==> src/rtl/rx_reset_seq.sv <==
module rx_reset_seq #(
  parameter int NUM_CH        = 4,
  parameter int CLK_PERIOD_NS = 8,
  parameter int ANALOG_NS     = 40,
  parameter int DIGITAL_NS    = 4000,
  parameter bit SHARED        = 1'b0
) (
  input  logic              clk,
  input  logic              rst_req,
  input  logic              manual,
  input  logic [NUM_CH-1:0] locked,
  output logic [NUM_CH-1:0] analog_rst,
  output logic [NUM_CH-1:0] digital_rst,
  output logic [NUM_CH-1:0] ready
);
  localparam int A_CYC = (ANALOG_NS + CLK_PERIOD_NS - 1) / CLK_PERIOD_NS;
  localparam int D_CYC = (DIGITAL_NS + CLK_PERIOD_NS - 1) / CLK_PERIOD_NS;
  localparam int AW    = $clog2(A_CYC + 1);
  localparam int DW    = $clog2(D_CYC + 1);
  localparam int NCTL  = SHARED ? 1 : NUM_CH;

  logic [AW-1:0]     acnt;
  logic              ana_hold;
  logic [NCTL-1:0]   ctl_lock;
  logic [NCTL-1:0]   ctl_hold;
  logic [NUM_CH-1:0] rdy_q;

  always_ff @(posedge clk) begin
    if (rst_req)            acnt <= AW'(A_CYC);
    else if (acnt != '0)    acnt <= acnt - 1'b1;
  end

  assign ana_hold   = (acnt != '0);
  assign analog_rst = {NUM_CH{ana_hold}};

  generate
    if (SHARED) begin : g_shared
      assign ctl_lock    = &locked;
      assign digital_rst = {NUM_CH{ctl_hold[0]}};
    end else begin : g_separate
      assign ctl_lock    = locked;
      assign digital_rst = ctl_hold;
    end

    for (genvar g = 0; g < NCTL; g++) begin : g_ctl
      logic [DW-1:0] dcnt;
      always_ff @(posedge clk) begin
        if (rst_req)
          dcnt <= DW'(D_CYC);
        else if (dcnt != '0)
          dcnt <= (ana_hold || !ctl_lock[g]) ? DW'(D_CYC) : dcnt - 1'b1;
        else if (!manual && !ctl_lock[g])
          dcnt <= DW'(D_CYC);
      end
      assign ctl_hold[g] = (dcnt != '0);

      AST_AUTO_RELOCK: assert property (@(posedge clk) disable iff (rst_req)
        (!manual && !ctl_lock[g]) |=> ctl_hold[g]);
      AST_MANUAL_KEEP: assert property (@(posedge clk) disable iff (rst_req)
        (manual && !ctl_hold[g]) |=> !ctl_hold[g]);
    end
  endgenerate

  always_ff @(posedge clk) begin
    if (rst_req) rdy_q <= '0;
    else         rdy_q <= ~digital_rst;
  end

  assign ready = rdy_q & ~digital_rst;

  AST_REQ_FORCES: assert property (@(posedge clk)
    rst_req |=> (&analog_rst && &digital_rst && ready == '0));
  AST_DIG_AFTER_ANA: assert property (@(posedge clk) disable iff (rst_req)
    ana_hold |-> &digital_rst);

  for (genvar c = 0; c < NUM_CH; c++) begin : g_rdy_chk
    AST_READY_LAG: assert property (@(posedge clk) disable iff (rst_req)
      $fell(digital_rst[c]) |=> (ready[c] || digital_rst[c]));
  end
endmodule

==> config.mk <==
export PLATFORM = sky130hd
export DESIGN_NAME = rx_reset_seq
export DESIGN_NICKNAME = d
export VERILOG_FILES = /design/src/rtl/rx_reset_seq.sv
export SDC_FILE = /design/constraint.sdc
export NUM_CORES = 1
export LEC_CHECK = 0
export BUFFER_PORTS_ARGS = -buffer_cell sky130_fd_sc_hd__buf_2
export CORE_ASPECT_RATIO = 0.5
export CORE_MARGIN = 10
export CORE_UTILIZATION = 57
export CTS_CLUSTER_DIAMETER = 30
export DETAILED_ROUTE_END_ITERATION = 8
export GPL_TIMING_DRIVEN = 0
export PLACE_DENSITY = 0.77
export SLEW_MARGIN = 10
export SYNTH_ARGS = -nofsm -noshare
export SYNTH_HDL_FRONTEND = slang
export SYNTH_SLANG_ARGS = --single-unit
==> constraint.sdc <==
create_clock -name clk -period 2.48 [get_ports clk]
set_clock_uncertainty 0.15 [all_clocks]
set_input_delay 0.496 -clock clk [delete_from_list [all_inputs] [get_ports clk]]
set_output_delay 0.496 -clock clk [all_outputs]
set_load 0.05 [all_outputs]
; ---- Yosys cells after proc, flatten, opt, wreduce, memory -nomap -nowiden
; Cells that the tools add are included.
[word_totals]
in_bits = 7
output_inout_bits = 12
regBits = 43
[classes]
addsub = 5
n_bitwise = 2
reduce_logical = 22
mux = 12
[ops]
columns = operator, count
row1 = $mux 9, 12
row2 = $reduce_bool 9->1, 4
row3 = $sub 9x1->9 const B, 4
row4 = $reduce_bool 2->1, 4
row5 = $logic_not 1->1, 5
row6 = $and 4x4->4, 1
row7 = $logic_and 1x1->1, 4
row8 = $logic_or 1x1->1, 4
row9 = $not 4->4, 1
row10 = $reduce_bool 3->1, 1
row11 = $sub 3x1->3 const B, 1

; ---- Longest topological paths before layout
; Gate-level depths: netlist (run 1).
[depth]
ltp_word = 4
mapped_depth = 7
mapped_depth_nobuf = 6

; ---- Worst setup path before layout (run 1)
; No wires, ideal clock.
[synth_path]
path_kind = register to output
from = register g_ctl[0].dcnt[0]
to = output ready[0]
path_stages_with_launch = 6
setup_slack_ps = -367
t_arrival_ps = 2201
t_required_ps = 1834
path_buffers = 0
cell_sequence = dfxtp_1 inv_1 ha_1 or4b_4 or2_2 nor2_1
[synth_via]
elab_chain_len = 3
[synth_rtl]
columns = element, line_no
row1 = start: declaration, 46  ; logic [DW-1:0] dcnt;
row2 = start signal: assignment, 49  ; dcnt <= DW'(D_CYC);
row3 = start signal: assignment, 51  ; dcnt <= (ana_hold || !ctl_lock[g]) ? DW'(D_CYC) : dcnt - 1'b1;
row4 = start signal: assignment, 53  ; dcnt <= DW'(D_CYC);
row5 = $reduce_bool 9->1, 55  ; assign ctl_hold[g] = (dcnt != '0);
row6 = net digital_rst[0], 13  ; output logic [NUM_CH-1:0] digital_rst,
row7 = $not 4->4, 69  ; assign ready = rdy_q & ~digital_rst;
row8 = $and 4x4->4, 69
row9 = end: declaration, 14  ; output logic [NUM_CH-1:0] ready
; The timed path passes the listed nets, and every way through them passes these cells.

; ---- Final worst setup path (run 1)
[layout_path]
from = register g_ctl[0].dcnt[0]
to = output ready[0]
[layout_via]
elab_chain_len = 3
[layout_rtl]
columns = element, line_no
row1 = $reduce_bool 9->1, 55
row2 = $not 4->4, 69
row3 = $and 4x4->4, 69
; Every way passes these cells.

==> impl.org, run 1 <==
** Setup path
- In this run the worst path has a maximum fanout of 4.
- STA classifies the critical path endpoint as an output pin.
- Worst r2r src :: g_ctl[1].dcnt[0]$_SDFFE_PP0P_
- The critical path is of the register to output pin type.
- Critical path data required time :: 1.83 ns
- Origin of the worst setup path :: g_ctl[0].dcnt[0]$_SDFFE_PP0P_
- Critical path startpoint category :: register
- For the worst setup path, the data arrival time is 1.88 ns.

** Cells and area
- The post-route netlist has 18.6% of its cells at a drive strength greater than 1.
- Count of nets after finishing :: 283
- Filler cell count :: 262
- Post-route non-filler standard cell count :: 320
- From synthesis to final layout, the design area changed by 16.1%.
- Final core utilization :: 69.5%
- Ant. Diodes :: 0

** Min path
- In this run the most critical hold path is launched from g_ctl[3].dcnt[8]$_SDFFE_PP1P_.
- Classification of the worst-slack hold path :: register to register

** Die
- In this run the standard cell core region covers 3470 sq um.
- Initial core utilization :: 59.8%
- I/O pin total :: 19
- Die area :: 6600 sq um
- Chip width :: 105 um
- Row count :: 15
- The floorplan step set the die height to 62.7 um.

** Placed design
- In this run, placement finished with an instance count of 311.
- Worst setup slack after placement :: -0.0166 ns
- Input and output buffers added on the ports amount to 17.
- GPL Wtd Cong :: 0.818
- Estimated wirelength of the detail-placed design :: 3230 um

** Synthesis
- Of the total synthesized cell area, the portion taken by full adders, half adders and majority gates is 3.61%.
- Summing the sequential cell areas from Yosys gives 41.4% of the chip area.
- Number of synthesized register bits :: 43
- Dividing the synthesized area by the synthesized cell count gives 8.55 sq um.
- Post-Synthesis Net Count :: 256
- Top flip-flop cell by instance count after synthesis :: sky130_fd_sc_hd__dfxtp_1
- The cell count after synthesis came out at 243.
- In this run, distinct cell masters in the synthesized netlist total 47.
- Summing the areas of all compound-gate instances in the mapped netlist gives 15.8% of the synthesized area.
- Fraction of synthesized cell area in xor and xnor cells :: 6.75%
- Simple logic cell fraction of the synthesized area :: 26.6%
- The cell area that synthesis handed to floorplanning was 2080 sq um.
- Proportion of synthesized flip-flops having asynchronous set or reset :: 0%
- By area, the combinational part of the netlist is dominated by simple AND/OR/NAND/NOR gates.
- Yosys warning total :: 0
- Portion of netlist area occupied by mux cells :: 0.964%
- Post-synth EDFFs :: 0

** Route
- Using the TritonRoute via totals, the vias-per-cell ratio works out to 5.57.
- For this run, design rule violations remaining after detail routing come to 0.
- Before antenna repair, the detailed router went through 6 iterations.
- Post-route antenna net violation count :: 0
- Routed wire per std cell :: 14.0 um
- 1st-iter DRT viols :: 57
- Final wirelength :: 4490 um
- Via count :: 1,783

** Outcome
- The final reports fail on setup timing.
- Status :: finished with violations

** Job
- The tool flagged a number of max-cap violations equal to 0.

** GRT
- Number of global-route vias before repair :: 1,617
- Entering global routing, the biggest net connects 12 pins.
- Global-route wire length before repair :: 7470 um
- Global route overflow :: 0
- Global routing consumed, over all layers together, 13.7% of the routing resources.
- Antenna violations before repair :: 0

** Clock network
- The clock passes through at most 2 buffers.
- Clock input transition at the sequential cells of the worst setup and hold paths :: 0.08 ns
- Insertion delay to the later sink of the worst-skew pair :: 0.30 ns
- The H-tree generated during clock tree synthesis spans 2 levels.
- CTS Sinks :: 43
- In this run, CTS created clock tree buffers numbering 5.
- Clock tree synthesis selected as its root buffer the cell sky130_fd_sc_hd__clkbuf_8.
- Clock tree from TritonCTS :: yes

** Timing
- Dividing the final minimum period by the clock period gives 102%.
- Measured against its own limit, the worst slew margin works out to 61.7%.
- The number of max-slew violations in the final report was 0.
- Subtracting the final worst setup slack from the clock period gives 2.52 ns.
- Setup TNS after final layout :: -0.0425 ns
- Actual slew at the worst max-slew pin :: 0.575 ns
- The number of endpoints with negative hold slack in the final report came to 0.
- Upper clock frequency limit :: 396 MHz
- Setup repair after global routing could not meet its margin everywhere.
- Setup violations remaining at the end of the flow were counted as 1.
- After layout, the worst setup slack is -0.0425 ns.

** Pwr
- In this run the power density over the cells is 522 nW/um^2.
- The analysis attributes to cell leakage a power of 0.905 nW.
- Total power for the finished layout comes to 1.26 mW.
- The worst-case IR drop observed on VDD is 343 uV.
## sequential cells by signal, summed over array words and instances, names as in the netlist
name and cells:
rdy_q 4, g_ctl.dcnt 36, acnt 3
## metrics by stage
step                cell area, sq um  hold WS, ns
finish                          2410        0.328
global route                    2410        0.356
CTS                             2370        0.329
detailed placement              2230        0.318
global placement                2230        0.308
floorplan                       2080        0.294
## where the power goes
part,internal (mW),switching [mW]
registers,0.704,0.0128
logic,0.0479,0.0795
clock network,0.188,0.228
## area by class of cell
class	count	area (sq um)	area share (%)
Buffer	9	48.8	2.02
Timing Repair Buffer	20	126	5.24
Tap cell	51	63.8	2.65
Multi-Input combinational cell	177	1180	49.1
Inverter	14	52.6	2.18
Clock buffer	6	72.6	3.01
Sequential cell	43	863	35.8
## logic make-up after synthesis
family,count (synthesis)
AND/OR/NAND/NOR,100
multiplexers,2
adder cells (fa/ha/maj),6
buffers and inverters,23
flip-flops,43
AO/OA/AOI/OAI,53
XOR/XNOR,16
## cell usage after synthesis (3+ instances only)
master / n / area (sq um)
sky130_fd_sc_hd__or4_1: 3 / 22.5
sky130_fd_sc_hd__o31ai_1: 3 / 22.5
sky130_fd_sc_hd__dfxtp_1: 43 / 861
sky130_fd_sc_hd__nand2b_1: 4 / 25.0
sky130_fd_sc_hd__ha_1: 6 / 75.1
sky130_fd_sc_hd__a21oi_1: 19 / 95.1
sky130_fd_sc_hd__o21ai_0: 11 / 55.1
sky130_fd_sc_hd__nor3_1: 11 / 55.1
sky130_fd_sc_hd__a21boi_0: 3 / 22.5
sky130_fd_sc_hd__inv_1: 14 / 52.6
sky130_fd_sc_hd__o21bai_1: 3 / 22.5
sky130_fd_sc_hd__nand3b_1: 4 / 30.0
sky130_fd_sc_hd__xor2_1: 8 / 70.1
sky130_fd_sc_hd__and3_1: 5 / 31.3
sky130_fd_sc_hd__buf_4: 4 / 30.0
sky130_fd_sc_hd__nand2_1: 16 / 60.1
sky130_fd_sc_hd__xnor2_1: 8 / 70.1
sky130_fd_sc_hd__clkbuf_1: 5 / 18.8
sky130_fd_sc_hd__nor2_1: 33 / 124
sky130_fd_sc_hd__nand3_1: 4 / 20.0
sky130_fd_sc_hd__nor4_1: 4 / 25.0
## critical path, stage by stage, from the launching register on
cell,delay (ns)
sky130_fd_sc_hd__dfxtp_2,0.34
sky130_fd_sc_hd__inv_2,0.07
sky130_fd_sc_hd__ha_4,0.12
sky130_fd_sc_hd__or4b_4,0.46
sky130_fd_sc_hd__or2_4,0.30
sky130_fd_sc_hd__nor2_4,0.12
sky130_fd_sc_hd__buf_8,0.15
## cell usage in the layout, fill, tap and decap left out, types with 5 or more instances in the layout
master / count
sky130_fd_sc_hd__buf_4: 8
sky130_fd_sc_hd__nor2_1: 32
sky130_fd_sc_hd__xor2_1: 8
sky130_fd_sc_hd__nor3_1: 11
sky130_fd_sc_hd__dfxtp_1: 41
sky130_fd_sc_hd__inv_1: 12
sky130_fd_sc_hd__a21oi_1: 19
sky130_fd_sc_hd__xnor2_1: 8
sky130_fd_sc_hd__nand2_1: 16
sky130_fd_sc_hd__and3_1: 5
sky130_fd_sc_hd__clkbuf_1: 6
sky130_fd_sc_hd__clkbuf_8: 5
sky130_fd_sc_hd__buf_2: 14
sky130_fd_sc_hd__o21ai_0: 11
## path summary, 6_finish.rpt
check | end | depth (start not counted) | slack, ns
setup reg to reg | g_ctl[1].dcnt[5]$_SDFFE_PP1P_ | 6 | 0.30
hold reg to reg | g_ctl[3].dcnt[8]$_SDFFE_PP1P_ | 2 | 0.33
setup / recovery | ready[0] | 6 | -0.04
hold / removal | g_ctl[3].dcnt[8]$_SDFFE_PP1P_ | 2 | 0.33
## routing by layer
metal | up-vias | track usage, % | wire length (um)
met5 | - | 0 | 0
met4 | 0 | 7.82 | 97
met3 | 8 | 3.91 | 199
met2 | 30 | 21.6 | 2090
met1 | 836 | 16.3 | 2100
li1 | 909 | - | -
## what timing repair did
item                       CTS  global route
cloned                       0             0
pin swaps                    2             2
gates resized for setup     13             8
setup endpoints to repair    7             7
setup buffers                3             0
hold buffers                 0             0
Note: power is estimated with default switching activity, not from simulation.
==> run 2: changes to the inputs <==
- GPL_TIMING_DRIVEN: 0 -> 1
- SETUP_SLACK_MARGIN: unset -> 0.05
==> run 2 against run 1 <==
  * The flow now finishes without violations
  * Critical path depth unchanged
  * Via count down 0.34%
  * Fmax up 3.0%
  * Non-clock buffer count down 1
  * Setup slack better by 0.073 ns
  * First-iteration DRC count up 5.3%
  * Worst hold slack better by 0.0098 ns
  * Die area unchanged
==> impl.org, run 2 (same netlist as run 1, synthesis figures left out) <==
** Cells and area
- The register with the most flip-flops in the layout has 36 of them.
- Largest registers ranked by flip-flop count :: g_ctl.dcnt (36), rdy_q (4), acnt (3)
- The net count of the finished layout is 282.
- Layout cells sized above 1 :: 20.4%
- The repair_antennas step left the layout with diodes totalling 0.
- Ranked by flip-flop count, first place goes to g_ctl.dcnt.
- Summing all non-filler instances in the final layout gives an area of 2410 sq um.
- The top cell types in the final layout, fill and taps aside, are sky130_fd_sc_hd__dfxtp_1, sky130_fd_sc_hd__nor2_1, sky130_fd_sc_hd__a21oi_1.
- The library cell used most frequently in the layout, excluding fill and tap cells, is sky130_fd_sc_hd__dfxtp_1.
- From synthesis to final layout, the design area changed by 15.9%.

** Placed design
- Routability-driven placement finished with a final weighted congestion of 0.857.
- Number of port buffers :: 18
- Detailed placement ended at an HPWL of 3080 um.
- Cell area after placement :: 2220 sq um

** Timing
- The number of endpoints with negative hold slack in the final report came to 0.
- Final period util :: 98.8%
- Based on the critical path, the design can be clocked at up to 408 MHz.
- For the pin with the worst max-slew slack, the measured transition is 0.570 ns.
- The number of max-slew violations in the final report came to 0.
- Setup TNS after final layout :: 0 ns
- Headroom to the max-slew limit came out at 61.9%.
- Setup violations remaining at the end of the flow were counted as 0.
- Subtracting the final worst setup slack from the clock period gives 2.45 ns.
- Setup repair after global routing could not meet its margin everywhere.

** Route
- 1st-iter DRT viols :: 60
- Drt drc :: 0
- In the routed layout, each cell is associated on average with a via count of 5.54.
- The routed design has 4400 um of wire.
- Routed wire per std cell :: 13.7 um
- The routed layout has 1,777 vias.
- The detail route stage leaves a number of antenna-violating nets equal to 0.
- The first detailed-routing pass ran for 4 iterations.

** GRT
- Global-route wire length before repair :: 7310 um
- Global route overflow :: 0
- Largest net degree at the start of global routing :: 15
- Across every metal layer, demand over resource in global routing totals 12.9%.
- Number of global-route vias before repair :: 1,656
- Antenna violations before repair :: 0

** Setup path
- Register-to-Register Setup Slack :: 0.34 ns
- Cell-by-cell trace of the critical path :: inv_4, ha_4, or4b_4, or2_4, nor2_4, buf_8
- In this run the worst path has a maximum fanout of 4.
- Origin of the worst setup path :: g_ctl[0].dcnt[1]$_SDFFE_PP0P_
- The worst register-to-register path ends at g_ctl[1].dcnt[5]$_SDFFE_PP1P_.
- STA classifies the critical path startpoint as a register.
- The largest single stage delay on the critical path is 0.45 ns.
- Critical path arrival :: 1.80 ns
- Counting cells, the worst reg-to-reg path comes to 6.
- The startpoint identified for the worst register-to-register timing path is g_ctl[1].dcnt[0]$_SDFFE_PP0P_.
- The worst setup path is captured at an output pin.
- Capturing instance or port of the critical path :: ready[0]
- Critical Setup Path Class :: register to output pin
- The slowest stage of the critical path is the sky130_fd_sc_hd__or4b_4 cell.
- For the worst setup path, the data required time is 1.83 ns.

** Clock network
- Insertion delay to the later sink of the worst-skew pair :: 0.29 ns
- Num CTS Buffers :: 5
- After clock tree synthesis, the clock-pin slew on the worst setup and hold paths is 0.08 ns.
- CTS Sinks :: 43
- The tree is rooted in a sky130_fd_sc_hd__clkbuf_8.
- Clock Path Buffers :: 2
- Htree depth :: 2
- Clock tree from TritonCTS :: yes

** Pwr
- For this design the ratio of total power to cell area is 524 nW/um^2.
- IR analysis of the VDD net gives a maximum drop of 292 uV.
- Summed over all cells, the static leakage comes to 0.918 nW.
- Pwr Total :: 1.26 mW

** Die
- Initial core utilization :: 59.8%
- Measured along the x axis, the die boundary spans 105 um.
- Measured along the y axis, the die boundary spans 62.7 um.
- The core region is 3470 sq um.
- The initialized floorplan defines 15 standard-cell rows.
- Die area :: 6600 sq um
- 19 I/O pins were placed.

** Min path
- Classification of the worst-slack hold path :: register to register

** Job
- Max-cap violations in this run came to 0.

** Outcome
- The run finished with clean final reports.
run 2: worst min path at each step:
stage / cells after the start / slack (ns) / startpoint / end
6_report: 2 / 0.34 / g_ctl[3].dcnt[8]$_SDFFE_PP1P_ / g_ctl[3].dcnt[8]$_SDFFE_PP1P_
5_1_grt: 2 / 0.36 / g_ctl[3].dcnt[8]$_SDFFE_PP1P_ / g_ctl[3].dcnt[8]$_SDFFE_PP1P_
4_1_cts: 2 / 0.34 / g_ctl[3].dcnt[8]$_SDFFE_PP1P_ / g_ctl[3].dcnt[8]$_SDFFE_PP1P_
3_5_place_dp: 2 / 0.33 / g_ctl[3].dcnt[8]$_SDFFE_PP1P_ / g_ctl[3].dcnt[8]$_SDFFE_PP1P_
3_3_place_gp: 2 / 0.32 / g_ctl[3].dcnt[8]$_SDFFE_PP1P_ / g_ctl[3].dcnt[8]$_SDFFE_PP1P_
2_1_floorplan: 2 / 0.29 / g_ctl[3].dcnt[8]$_SDFFE_PP1P_ / g_ctl[3].dcnt[8]$_SDFFE_PP1P_
run 2: stage by stage:
| step | std cells | utilization [%] | hold WS, ns | setup slack (ns) |
|---|---|---|---|---|
| 2_1_floorplan | 243 | - | 0.294 | 0.125 |
| 4_1_cts | 319 | 68.2 | 0.339 | 0.0518 |
| 5_1_grt | 321 | 69.3 | 0.360 | -0.0207 |
| 3_3_place_gp | 307 | 64.0 | 0.316 | 0.129 |
| 6_report | 321 | 69.3 | 0.338 | 0.0304 |
| 3_5_place_dp | 307 | 64.0 | 0.328 | 0.0773 |
run 2: area by class of cell:
class                           count  area (sq um)
Clock inverter                      3          15.0
Clock buffer                        5          68.8
Tap cell                           51          63.8
Fill cell                         290          1060
Multi-Input combinational cell    177          1160
Inverter                           14          55.1
Sequential cell                    43           866
Timing Repair Buffer               28           180
run 2: metal layers:
layer | up-vias | global-route usage (%) | routed length, um | share of wire, %
met5 | - | 0 | 0 | 0
met4 | 0 | 2.04 | 11 | 0.25
met3 | 2 | 4.73 | 161 | 3.7
met2 | 17 | 22.1 | 2120 | 48
met1 | 848 | 15.4 | 2100 | 48
li1 | 910 | - | - | -
run 2: timing repair:
item,CTS,global route
setup endpoints to repair,4,6
gates resized for setup,10,7
buffers inserted,4,2
hold buffers,0,0
pin swaps,3,0
run 2: power breakdown:
| group | switching, mW | leakage, nW | internal [mW] |
|---|---|---|---|
| Combinational | 0.0768 | 0.521 | 0.0439 |
| Clock | 0.233 | 0.0477 | 0.193 |
| Sequential | 0.0131 | 0.350 | 0.703 |
| Total | 0.323 | 0.918 | 0.939 |
run 2: worst max-delay path: cells and delay by family (launching register included):
family                   cells  cell delay, ns
adder cells (fa/ha/maj)      1            0.12
buffers and inverters        2            0.21
flip-flops                   1            0.37
AND/OR/NAND/NOR              3            0.82
